[src/rtl/uart_irq_status.sv]
module uart_irq_status #(
  parameter int NEV       = 12,
  parameter int ADDR_W    = 6,
  parameter int DATA_W    = 32,
  parameter int STAT_ADDR = 'h14,
  parameter int MASK_ADDR = 'h08
) (
  input  logic                  clk,
  input  logic                  rst_n,
  input  logic [ADDR_W-1:0]     addr,
  input  logic                  wr_en,
  input  logic [DATA_W/8-1:0]   wr_be,
  input  logic [DATA_W-1:0]     wr_data,
  output logic [DATA_W-1:0]     rd_data,
  input  logic [NEV-1:0]        evt,
  input  logic                  tx_push,
  input  logic                  tx_push_two,
  input  logic                  tx_full,
  input  logic                  tx_nearly_full,
  output logic                  irq
);
  localparam int SW  = NEV + 1;
  localparam int OVF = NEV;
  localparam int NB  = DATA_W / 8;

  logic [SW-1:0]     sts_q, mask_q, set_v, clr_v, lane_v;
  logic [DATA_W-1:0] be_bits;
  logic              hit_sts, hit_mask, ovf;

  for (genvar b = 0; b < NB; b++) begin : g_lane
    assign be_bits[8*b +: 8] = {8{wr_be[b]}};
  end

  assign lane_v   = be_bits[SW-1:0];
  assign hit_sts  = wr_en && (addr == ADDR_W'(STAT_ADDR));
  assign hit_mask = wr_en && (addr == ADDR_W'(MASK_ADDR));
  assign ovf      = tx_push && (tx_full || (tx_push_two && tx_nearly_full));
  assign set_v    = {ovf, evt};
  assign clr_v    = hit_sts ? (wr_data[SW-1:0] & lane_v) : '0;

  always_ff @(posedge clk) begin
    if (!rst_n) begin
      sts_q  <= '0;
      mask_q <= '0;
      irq    <= 1'b0;
    end else begin
      sts_q <= (sts_q & ~clr_v) | set_v;
      if (hit_mask)
        mask_q <= (mask_q & ~lane_v) | (wr_data[SW-1:0] & lane_v);
      irq <= |(sts_q & mask_q);
    end
  end

  always_comb begin
    rd_data = '0;
    if (addr == ADDR_W'(STAT_ADDR))      rd_data[SW-1:0] = sts_q;
    else if (addr == ADDR_W'(MASK_ADDR)) rd_data[SW-1:0] = mask_q;
  end

  p_event_sets_r2: assert property (@(posedge clk) disable iff (!rst_n)
    (|evt) |=> ((sts_q[NEV-1:0] & $past(evt)) == $past(evt)));

  p_clear_bit0_r3: assert property (@(posedge clk) disable iff (!rst_n)
    (wr_en && addr == ADDR_W'(STAT_ADDR) && wr_be[0] && wr_data[0] && !evt[0]) |=> !sts_q[0]);

  p_reserved_zero_r4: assert property (@(posedge clk) disable iff (!rst_n)
    rd_data[DATA_W-1:SW] == '0);

  p_ovf_full_r5: assert property (@(posedge clk) disable iff (!rst_n)
    (tx_push && tx_full) |=> sts_q[OVF]);

  p_ovf_two_r6: assert property (@(posedge clk) disable iff (!rst_n)
    (tx_push && tx_push_two && tx_nearly_full) |=> sts_q[OVF]);

  p_irq_timing_r7: assert property (@(posedge clk) disable iff (!rst_n)
    1'b1 |=> (irq == |($past(sts_q) & $past(mask_q))));

  p_event_wins_r8: assert property (@(posedge clk) disable iff (!rst_n)
    (wr_en && addr == ADDR_W'(STAT_ADDR) && wr_be[0] && wr_data[0] && evt[0]) |=> sts_q[0]);
endmodule

[config.mk]
export PLATFORM = sky130hd
export DESIGN_NAME = uart_irq_status
export DESIGN_NICKNAME = d
export VERILOG_FILES = /design/src/rtl/uart_irq_status.sv
export SDC_FILE = /design/constraint.sdc
export NUM_CORES = 1
export LEC_CHECK = 0
export BUFFER_PORTS_ARGS = -buffer_cell sky130_fd_sc_hd__buf_2
export CAP_MARGIN = 10
export CORE_AREA = 2 2 60 62
export DETAILED_ROUTE_END_ITERATION = 8
export DIE_AREA = 0 0 62 64
export PLACE_DENSITY_LB_ADDON = 0.08
export RECOVER_POWER = 25
export SLEW_MARGIN = 20
export SYNTH_ARGS = -nofsm -noshare
export SYNTH_HDL_FRONTEND = slang
export SYNTH_SLANG_ARGS = --single-unit
[constraint.sdc]
create_clock -name clk -period 5.5 [get_ports clk]
set_clock_uncertainty 0.1 [all_clocks]
set_input_delay 1.1 -clock clk [delete_from_list [all_inputs] [get_ports clk]]
set_output_delay 1.1 -clock clk [all_outputs]
set_load 0.03 [all_outputs]
==> out/results.ini <==
[global_route]
top_usage_layer=met2
use_met2_pct=29.04
grt_pass1_vias=1164
grt.total_usage_pct=16.31
use_met1_pct=19.63
use_met3_pct=3.644
antenna_found_initial=0
grt_pass1_wl_mm=4.995
overflow=0
grt_max_degree=40

[placed_design]
gp_congestion=0.7132
dp.cells=257
hpwl_mm=2.391
port_buffers=53
dp_slack_ns=1.254

[cts]
max-clock-path-buffers=2
root_buffer=clkbuf_4
clk_transition_reported_paths_ns=0.15
postCtsSetupRepairBufs=0
cts.sinks=27
worstSkewPairLatency_ns=0.33
htree_levels=1
numCtsBuffers=3
cts_tree=yes
postCtsResizedCells=0
cts_hold_buf=0

[run_status]
outcome=finished clean

[pwr]
vdd_drop_max_uv=160.6
leakage_nw=0.7738
p_per_area_nw_per_um2=210.7

[yosys]
avgSynthCellArea_sq_um=8.653
synth_cell_type_count=25
syn_inst=166
synth_ff_type=dfxtp_1
ys_warn_count=0
ys_seq_area_share_pct=37.63
syn_area_sq_um=1436
async_reset_ff_share_pct=0
synth_edf_count=0
synth.ff_latch_count=27

[floorplanning]
fp.dieH_um=64
die-width_um=62
num_rows=21
ios=94
start_util_pct=43.73
core_sq_um=3284
fp.dieArea_sq_um=3968

[routing]
vias_per_cell=4.962
drt_iter0_drc=56
antenna_left=0
wl_per_cell_um=12.12
drc_errors=0
firstDrtPassIters=6
drt-total-wl_mm=3.163
num_vias=1295

[timing]
tns_ns=0
slew_viol_final=0
hold_violations=0
fmax_mhz=237.2
worst_pin_slew_ns=1.445
rsz0062_at_grt=false
max-slew-margin-rel_pct=2.952
finalSetupViolCount=0
final.period_utilization_pct=76.65
fin_ws_ns=1.284
min_period_ns=4.216

[job]
drv_cap=0

[finish]
drive_gt1_share_pct=27.44
fin_nets=277
final_cell_count_no_fill=261
antenna_cells=0
syn_to_final_growth_pct=16.29

[setup_path]
start_kind=input port
cp_slowest_cell=nor3_2
critical-path-top-delay-family=simple AND/OR/NAND/NOR gates
cp_max_fo=13
cp-end-kind=output port
cp.buffers_inverters=2
crit_required_ns=4.30
crit_type=input port to output port
crit_path_cell_trace=buf_2, or3_1, nor3_2, a22o_1, buf_2
crit_path_frequent_cell=buf_2
crit_arrival_ns=3.02
slowest_delay_ns=0.82

[min_path]
worstHoldPathType=register to register

-- per-layer routing --
layer	routed length [um]	up-vias
li1	-	652
met1	1353	586
met2	1559	53
met3	225	4
met4	25	0
met5	0	-
-- worst reg2reg max path: cells and delay by family, from the launching register on --
family,cells,cell delay [ns]
AOI/OAI and AO/OA,2,0.49
DFF,1,0.35
and+or+nand+nor,1,0.23
-- cell type report --
cell class | instances | area [sq um]
clock buffers | 3 | 22.52
clock inverters | 1 | 7.507
fillers | 322 | 1614
inverters | 13 | 48.80
multi-input cells | 118 | 730.7
flip-flops and latches | 27 | 540.5
well taps | 46 | 57.56
repair buffers | 53 | 262.8
-- placed cells by master, fill, tap and decap left out, drive strengths merged, types with 2 or more instances in the layout --
cell / instances
a22o: 14
a22oi: 3
a31oi: 13
buf: 51
clkbuf: 5
conb: 19
dfxtp: 27
inv: 13
mux2i: 13
nand2: 30
nor3: 3
nor4: 2
o21ai: 12
-- final timing paths --
path | start | endpoint | slack [ns] | cells past startpoint
setup reg to reg | sts_q[2]$_SDFF_PN0_ | irq$_SDFF_PN0_ | 4.23 | 3
hold reg to reg | register | register | 0.39 | 2
setup / recovery | addr[1] | rd_data[4] | 1.28 | 5
hold / removal | register | register | 0.39 | 2
-- kinds of logic (layout without fill, tap and decap cells) --
kind of cell	count (synthesis)	in the layout	synth area share (%)
flip-flops	27	27	37.63
AND/OR/NAND/NOR	39	39	14.90
other	1	19	0.2611
multiplexers	13	13	9.059
AO/OA/AOI/OAI	47	47	22.74
buffers and inverters	39	70	15.42
-- Yosys cell counts (2+ instances only) --
| cell | instances | area (sq um) |
|---|---|---|
| a31oi_1 | 13 | 81.33 |
| a22o_1 | 14 | 122.6 |
| o21ai_0 | 12 | 60.06 |
| clkbuf_1 | 4 | 15.01 |
| nand2_1 | 30 | 112.6 |
| buf_2 | 3 | 15.01 |
| a22oi_1 | 3 | 22.52 |
| dfxtp_1 | 27 | 540.5 |
| buf_4 | 19 | 142.6 |
| mux2i_1 | 13 | 130.1 |
| inv_1 | 13 | 48.80 |
| nor3_4 | 2 | 32.53 |
-- power by group --
part / internal (W) / switching, W
Clock: 0.0000279 / 0.0000601
Combinational: 0.0000177 / 0.0000381
Sequential: 0.000203 / 0.00000527
Total: 0.000248 / 0.000103
-- through the flow --
step	total power, W	cell area (sq um)	hold WS (ns)	utilization [%]
2_1_floorplan	0.0002583	1504	0.3468	-
6_report	0.0003519	1670	0.3885	50.86
5_1_grt	0.0003728	1670	0.4081	50.86
3_3_place_gp	0.0002663	1654	0.3563	50.36
4_1_cts	0.0003566	1684	0.3905	51.28
3_5_place_dp	0.0002685	1654	0.3692	50.36
Power figures use the tool's default switching activity.
